<file path="config.mk">
export PLATFORM = sky130hd
export DESIGN_NAME = wr_burst_serializer
export DESIGN_NICKNAME = d
export VERILOG_FILES = /design/src/rtl/wrser_pkg.sv /design/src/rtl/wrser_arm_pipe.sv /design/src/rtl/wrser_beat_pack.sv /design/src/rtl/wrser_strobe_gen.sv /design/src/rtl/wr_burst_serializer.sv
export SDC_FILE = /design/constraint.sdc
export NUM_CORES = 1
export LEC_CHECK = 0
export BUFFER_PORTS_ARGS = -buffer_cell sky130_fd_sc_hd__buf_2
export CAP_MARGIN = 20
export CORE_AREA = 2 2 230 232
export DETAILED_ROUTE_END_ITERATION = 12
export DIE_AREA = 0 0 232 234
export PLACE_DENSITY = 0.51
export SLEW_MARGIN = 20
export SYNTH_ARGS = -nofsm -noshare
export SYNTH_HDL_FRONTEND = slang
export SYNTH_SLANG_ARGS = --single-unit
</file>
<file path="constraint.sdc">
create_clock -name clk -period 1.25 [get_ports clk]
set_input_delay 0.1875 -clock clk [delete_from_list [all_inputs] [get_ports clk]]
set_output_delay 0.1875 -clock clk [all_outputs]
set_load 0.02 [all_outputs]
</file>
<file path="src/rtl/wrser_pkg.sv">
package wrser_pkg;

  typedef enum logic [1:0] {
    FRM_IDLE  = 2'd0,
    FRM_PRE   = 2'd1,
    FRM_BURST = 2'd2,
    FRM_POST  = 2'd3
  } frame_kind_e;

  // Strobe level per beat, beat 0 in bit 0. Odd beats high while toggling.
  function automatic logic [63:0] strobe_frame(frame_kind_e kind, int beats);
    logic [63:0] f;
    f = '0;
    for (int b = 0; b < beats; b++) begin
      case (kind)
        FRM_PRE:  f[b] = (b % 2 == 1) && ((b < beats / 2) || (b >= beats - 3));
        FRM_POST: f[b] = (b % 2 == 1) && (b >= 3);
        default:  f[b] = (b % 2 == 1);
      endcase
    end
    return f;
  endfunction

endpackage

</file>
<file path="src/rtl/wrser_arm_pipe.sv">
module wrser_arm_pipe #(
  parameter int PHASES = 8,
  parameter int WR_LAT = 2
) (
  input  logic              clk,
  input  logic              rst_n,
  input  logic [PHASES-1:0] wr_en,
  output logic              sel_pre,
  output logic              sel_burst,
  output logic              sel_post
);
  logic            arm;
  logic [WR_LAT:0] hist_q;
  logic [WR_LAT+1:0] tap;   // tap[k]: enable seen k cycles ago

  assign arm = |wr_en;

  always_ff @(posedge clk or negedge rst_n) begin
    if (!rst_n) hist_q <= '0;
    else        hist_q <= {hist_q[WR_LAT-1:0], arm};
  end

  assign tap       = {hist_q, arm};
  assign sel_pre   = tap[WR_LAT-1];
  assign sel_burst = tap[WR_LAT];
  assign sel_post  = tap[WR_LAT+1];
endmodule

</file>
<file path="src/rtl/wrser_beat_pack.sv">
module wrser_beat_pack #(
  parameter int PHASES = 8,
  parameter int DQ_W   = 16
) (
  input  logic [PHASES*2*DQ_W-1:0] words,
  output logic [PHASES*2*DQ_W-1:0] beats
);
  localparam int WORD_W = 2 * DQ_W;

  for (genvar p = 0; p < PHASES; p++) begin : g_phase
    // low half-word first, then high half-word
    assign beats[(2*p)*DQ_W   +: DQ_W] = words[p*WORD_W        +: DQ_W];
    assign beats[(2*p+1)*DQ_W +: DQ_W] = words[p*WORD_W + DQ_W +: DQ_W];
  end
endmodule

</file>
<file path="src/rtl/wrser_strobe_gen.sv">
module wrser_strobe_gen
  import wrser_pkg::*;
#(
  parameter int BEATS = 16,
  parameter int LANES = 2
) (
  input  logic               clk,
  input  logic               rst_n,
  input  logic               sel_pre,
  input  logic               sel_burst,
  input  logic               sel_post,
  output logic [LANES*BEATS-1:0] dqs_beats
);
  localparam logic [63:0] F_IDLE  = strobe_frame(FRM_IDLE, BEATS);
  localparam logic [63:0] F_PRE   = strobe_frame(FRM_PRE, BEATS);
  localparam logic [63:0] F_BURST = strobe_frame(FRM_BURST, BEATS);
  localparam logic [63:0] F_POST  = strobe_frame(FRM_POST, BEATS);

  frame_kind_e      kind_d;
  logic [BEATS-1:0] frame_q;
  logic [63:0]      frame_d;

  always_comb begin
    if (sel_burst)     kind_d = FRM_BURST;
    else if (sel_post) kind_d = FRM_POST;
    else if (sel_pre)  kind_d = FRM_PRE;
    else               kind_d = FRM_IDLE;
    case (kind_d)
      FRM_PRE:   frame_d = F_PRE;
      FRM_BURST: frame_d = F_BURST;
      FRM_POST:  frame_d = F_POST;
      default:   frame_d = F_IDLE;
    endcase
  end

  always_ff @(posedge clk or negedge rst_n) begin
    if (!rst_n) frame_q <= F_IDLE[BEATS-1:0];
    else        frame_q <= frame_d[BEATS-1:0];
  end

  for (genvar s = 0; s < LANES; s++) begin : g_lane
    assign dqs_beats[s*BEATS +: BEATS] = frame_q;
  end
endmodule

</file>
<file path="src/rtl/wr_burst_serializer.sv">
module wr_burst_serializer
  import wrser_pkg::*;
#(
  parameter int PHASES    = 8,
  parameter int DQ_W      = 16,
  parameter int DQS_LANES = 2,
  parameter int WR_LAT    = 2
) (
  input  logic                         clk,
  input  logic                         rst_n,
  input  logic [PHASES-1:0]            dfi_wrdata_en,
  input  logic [PHASES*2*DQ_W-1:0]     dfi_wrdata,
  output logic [PHASES*2*DQ_W-1:0]     dq_beats,
  output logic                         dq_oe,
  output logic [DQS_LANES*2*PHASES-1:0] dqs_beats,
  output logic [DQS_LANES*2*PHASES-1:0] dmi_beats
);
  localparam int BEATS   = 2 * PHASES;
  localparam int FRAME_W = BEATS * DQ_W;
  localparam logic [63:0] CHK_PRE   = strobe_frame(FRM_PRE, BEATS);
  localparam logic [63:0] CHK_BURST = strobe_frame(FRM_BURST, BEATS);
  localparam logic [63:0] CHK_POST  = strobe_frame(FRM_POST, BEATS);

  logic               sel_pre, sel_burst, sel_post;
  logic [FRAME_W-1:0] packed_beats;
  logic [FRAME_W-1:0] dq_q;
  logic               oe_q;

  wrser_arm_pipe #(.PHASES(PHASES), .WR_LAT(WR_LAT)) u_arm (
    .clk(clk), .rst_n(rst_n), .wr_en(dfi_wrdata_en),
    .sel_pre(sel_pre), .sel_burst(sel_burst), .sel_post(sel_post)
  );

  wrser_beat_pack #(.PHASES(PHASES), .DQ_W(DQ_W)) u_pack (
    .words(dfi_wrdata), .beats(packed_beats)
  );

  wrser_strobe_gen #(.BEATS(BEATS), .LANES(DQS_LANES)) u_stb (
    .clk(clk), .rst_n(rst_n), .sel_pre(sel_pre), .sel_burst(sel_burst),
    .sel_post(sel_post), .dqs_beats(dqs_beats)
  );

  always_ff @(posedge clk or negedge rst_n) begin
    if (!rst_n) begin
      dq_q <= '0;
      oe_q <= 1'b0;
    end else begin
      dq_q <= sel_burst ? packed_beats : '0;
      oe_q <= sel_pre | sel_burst | sel_post;
    end
  end

  assign dq_beats  = dq_q;
  assign dq_oe     = oe_q;
  assign dmi_beats = '0;

  AST_DQ_ONLY_WITH_OE: assert property (@(posedge clk) disable iff (!rst_n)
    (dq_beats != '0) |-> dq_oe);
  AST_PRE_THEN_BURST: assert property (@(posedge clk) disable iff (!rst_n)
    (dqs_beats[BEATS-1:0] == CHK_PRE[BEATS-1:0]) |=>
      (dqs_beats[BEATS-1:0] == CHK_BURST[BEATS-1:0]) && dq_oe);
  AST_POST_AFTER_BURST: assert property (@(posedge clk) disable iff (!rst_n)
    (dqs_beats[BEATS-1:0] == CHK_POST[BEATS-1:0]) |->
      ($past(dqs_beats[BEATS-1:0]) == CHK_BURST[BEATS-1:0]));
  AST_OE_RISE_ON_PRE: assert property (@(posedge clk) disable iff (!rst_n)
    $rose(dq_oe) |-> (dqs_beats[BEATS-1:0] == CHK_PRE[BEATS-1:0]));
  AST_OE_FALL_AFTER_POST: assert property (@(posedge clk) disable iff (!rst_n)
    $fell(dq_oe) |-> ($past(dqs_beats[BEATS-1:0]) == CHK_POST[BEATS-1:0]));
endmodule

</file>
# Word-level counts from Yosys, hierarchy flattened

Cells that the tools add are included.

Flip-flop bits (word level): 276
Bits of input ports: 266

Eq/ne operators: 2
Multiplexer cells: 5
Bitwise operators: 2
Reductions and logical operators: 1

Operator list:

| operator                                             | number |
|---|---|
| two-way mux 256 bit                                  | 1 |
| one-hot mux 12 bit (2 select lines)                  | 1 |
| OR reduction 8 bit                                   | 1 |
| two-way mux 2 bit                                    | 2 |
| equality test 2 x 1 -> 1 bit (second input constant) | 1 |
| equality test 2 bit (second input constant)          | 1 |
| OR 1 bit                                             | 2 |
| two-way mux 1 bit                                    | 1 |

# Logic depth before layout (Yosys ltp)

Word-level depth: 5
Mapped depth: 4
Gate-level depth less buffers: 2

# Modules after synthesis

Synthesis repeated with hierarchy kept, for this count alone.

Cell total of the unflattened synthesis: 873
Area total of the unflattened synthesis: 10740.3 um^2

By module, submodules not included:

| module              | instances | cells an instance | area an instance (um^2) | sequential area each (um^2) |
|---|---|---|---|---|
| wr_burst_serializer | 1         | 575               | 8425.6                  | 6431.2 |
| wrser_beat_pack     | 1         | 256               | 1921.8                  | 0.0 |
| wrser_strobe_gen    | 1         | 36                | 301.5                   | 52.6 |
| wrser_arm_pipe      | 1         | 6                 | 91.3                    | 75.1 |

# Worst setup path after synthesis

Ideal clock, no wire load.

Path kind: register -> register
Start point: register u_arm.hist_q[1]
End point: register oe_q, in the netlist dq_oe
Library setup time: 0.131 ns
Arrival time: 0.911 ns
Required time: 1.119 ns
Setup slack: 0.208 ns
Stages on the path, launching flop included: 3
Cells stage by stage: dfrtp_1 clkbuf_2 or3_1

Longest elaborated chain between the ends: 2

Ends and longest elaborated chain:

| what                     | line                      | RTL |
|---|---|---|
| start: declaration       | wrser_arm_pipe.sv:13      | `logic [WR_LAT:0] hist_q;` |
| start signal: assignment | wrser_arm_pipe.sv:20      | `else hist_q <= {hist_q[WR_LAT-1:0], arm};` |
| OR 1 bit (2 in series)   | wr_burst_serializer.sv:49 | `oe_q <= sel_pre \| sel_burst \| sel_post;` |
| end signal: assignment   | wr_burst_serializer.sv:49 |  |
| end: declaration         | wr_burst_serializer.sv:27 | `logic oe_q;` |

No other way between the ends.

==> results.toml <==
[status]
status = "finished with violations"
violations = "setup timing"

[floorplanning]
die_h_um = 234
start_util_pct = 16.9
io_pins = 587
num_rows = 84
dieArea_mm2 = 0.0543
die_x_um = 232
coreArea_mm2 = 0.0520

[route]
firstDrtPassIters = 4
wl_met3_um = 3140
ant_nets = 0
drt_wl_total_um = 31100
vias_per_cell = 3.41
dr_wl_met2_um = 15900
vias = 7317
drc = 0
dr.first_iter.drc_count = 160
wl_per_cell_um = 14.5
met1Wirelength_um = 11200
routed.top_layer = "met4"

[worst_setup_path]
r2r_start = "u_arm.hist_q[1]$_DFF_PN0_"
cp-end-kind = "output pin"
worstRegToRegCells = 2
cp.buffers_inverters = 1
worst_ep_required_time_ns = 1.06
crit_arrival_ns = 1.33
slowest_delay_ns = 0.60
rr_endpoint = "dq_oe$_DFF_PN0_"
start_kind = "flip-flop"
critPathTopFamily = "flip-flops"
worstPathMaxFanout = 4
rrSetupSlack_ns = -0.08
path_class = "flip-flop to output pin"
crit_path_top_delay_cell = "dfstp_2"
cp_cell_sequence = "buf_4"

[sta]
worst_slack_ns = -0.263
fmax_mhz = 661
hold_violations = 0
period_share_pct = 121
tns_ns = -2.51
setup_viol = 65
grt_setup_unrepaired = "yes"
fin_skew_ns = 0.0115
drv_slew = 0
period_needed_ns = 1.51

[cells_and_area]
fill_cells = 5020
area_delta_synth_final_pct = 99.4
multi_input_area_mm2 = 0.00190
final-seq-area_mm2 = 0.00657
postLayoutCoreUtil_pct = 33.8
nets = 1703
drive_gt1_share_pct = 43.2

[power_and_ir_drop]
p_leak_nw = 8.25
power_density_mw_per_mm2 = 1210
vdd_drop_max_mv = 0.836

[global_routing]
grt_pass1_vias = 8140
antenna_found_initial = 0
overflow = 0
grt_pass1_wl_um = 45400
track_usage_pct = 10.8
grt_max_degree = 60

[placement]
dp_hpwl_um = 21000
gp_congestion = 0.810
post-place-ws_ns = 0.0243
port_buffers = 528

[clock_network]
clkSinkCount = 262
clockBufferDepth = 3
cts_tree = "built"
cts_made_buffers = 29
path_clk_slew_ns = 0.06
cts_root_buffer = "clkbuf_16"
clk-insertion-delay-late_ns = 0.55
htreeDepth = 1

[yosys]
ys_ff_latch = 262
syn_inst = 617
seq_area_frac_synth_pct = 74.4
ys_types = 14
synth_area_mm2 = 0.00881
yosys_warnings = 0
postSynthAreaPerCell_um2 = 14.3

[worst_hold_path]
hp-class = "primary input to asynchronous set/reset pin"

[run]
drv_cap = 0
metrics by stage:
stage | instance area (µm²) | cells | hold WS [ns] | total power, W
after global placement | 12300 | 1832 | 0.0679 | 0.0114
after detailed placement | 12300 | 1832 | 0.0679 | 0.0114
after floorplan | 9020 | 673 | -0.108 | 0.0103
final | 17600 | 2148 | 0.0735 | 0.0213
after global routing | 17600 | 2147 | 0.0662 | 0.0223
after CTS | 17500 | 2146 | 0.0430 | 0.0216
kinds of logic (layout without fill, tap and decap cells):
group,Yosys count,after routing,synth area share [%]
and+or+nand+nor,263,263,18.6
DFF,262,262,74.4
buffers and inverters,90,876,6.91
other,2,59,0.0852
cell type report:
cell class                      instances  area share (%)
Timing Repair Buffer                  823            41.3
Sequential cell                       262            37.4
Multi-Input combinational cell        321            10.8
Tap cell                              688            4.90
Clock buffer                           38            4.49
Clock inverter                         15            1.10
Antenna cell                            1          0.0142
layout by cell type (no fill, tap or decap), types with 4 or more instances in the layout:
master	n
clkbuf_1	6
dfrtp_1	256
buf_12	8
dlygate4sd3_1	261
clkbuf_16	29
buf_4	27
conb_1	58
and2_1	242
bufinv_16	4
clkinvlp_4	6
clkinv_2	4
buf_6	262
buf_2	264
and2_4	14
cell usage after synthesis:
library cell | n | area, µm²
nor4_1 | 2 | 12.5
dfstp_2 | 2 | 52.6
dfrtp_1 | 260 | 6510
clkbuf_4 | 2 | 15.0
nor2_1 | 1 | 3.75
conb_1 | 2 | 7.51
or3_1 | 1 | 6.26
buf_4 | 62 | 465
clkbuf_2 | 22 | 110
nand2_1 | 2 | 7.51
nand2b_1 | 1 | 6.26
and2_1 | 256 | 1600
clkbuf_1 | 1 | 3.75
buf_2 | 3 | 15.0
registers in the layout (all words and copies together) (netlist names):
| signal | count |
|---|---|
| u_arm.hist_q | 3 |
| dq_beats | 256 |
| dq_oe | 1 |
| u_stb.frame_q | 2 |
how the worst max path moves through the flow:
stage / endpoint / slack (ns) / depth (start not counted) / from
6_report: dqs_beats[11] / -0.26 / 1 / u_stb.frame_q[9]$_DFF_PN1_
5_1_grt: dqs_beats[11] / -0.31 / 1 / u_stb.frame_q[9]$_DFF_PN1_
4_1_cts: dqs_beats[11] / -0.31 / 1 / u_stb.frame_q[9]$_DFF_PN1_
3_5_place_dp: dq_beats[80]$_DFF_PN0_ / 0.02 / 2 / u_arm.hist_q[1]$_DFF_PN0_
3_3_place_gp: dq_beats[61]$_DFF_PN0_ / 0.04 / 2 / u_arm.hist_q[1]$_DFF_PN0_
2_1_floorplan: dq_oe$_DFF_PN0_ / 0.21 / 2 / u_arm.hist_q[1]$_DFF_PN0_
power by group:
part	switching [W]	total, W	internal, W
logic	0.00150	0.00342	0.00192
clock network	0.00350	0.00877	0.00527
registers	0.000242	0.00916	0.00892
timing repair:
item | in CTS | in global routing
hold buffers | 261 | 0
gates cloned | 0 | 0
endpoints found under the hold margin | 517 | 0
pin swaps | 0 | 1
buffers inserted | 0 | 1
resized for setup | 525 | 20
endpoints found under the setup margin | 263 | 305
per-layer routing:
| metal | track usage [%] | vias up |
|---|---|---|
| li1 | - | 3378 |
| met1 | 11.7 | 3492 |
| met2 | 19.4 | 396 |
| met3 | 3.67 | 51 |
| met4 | 3.89 | 0 |
| met5 | 0 | - |
(Power assumes the default switching activity.)
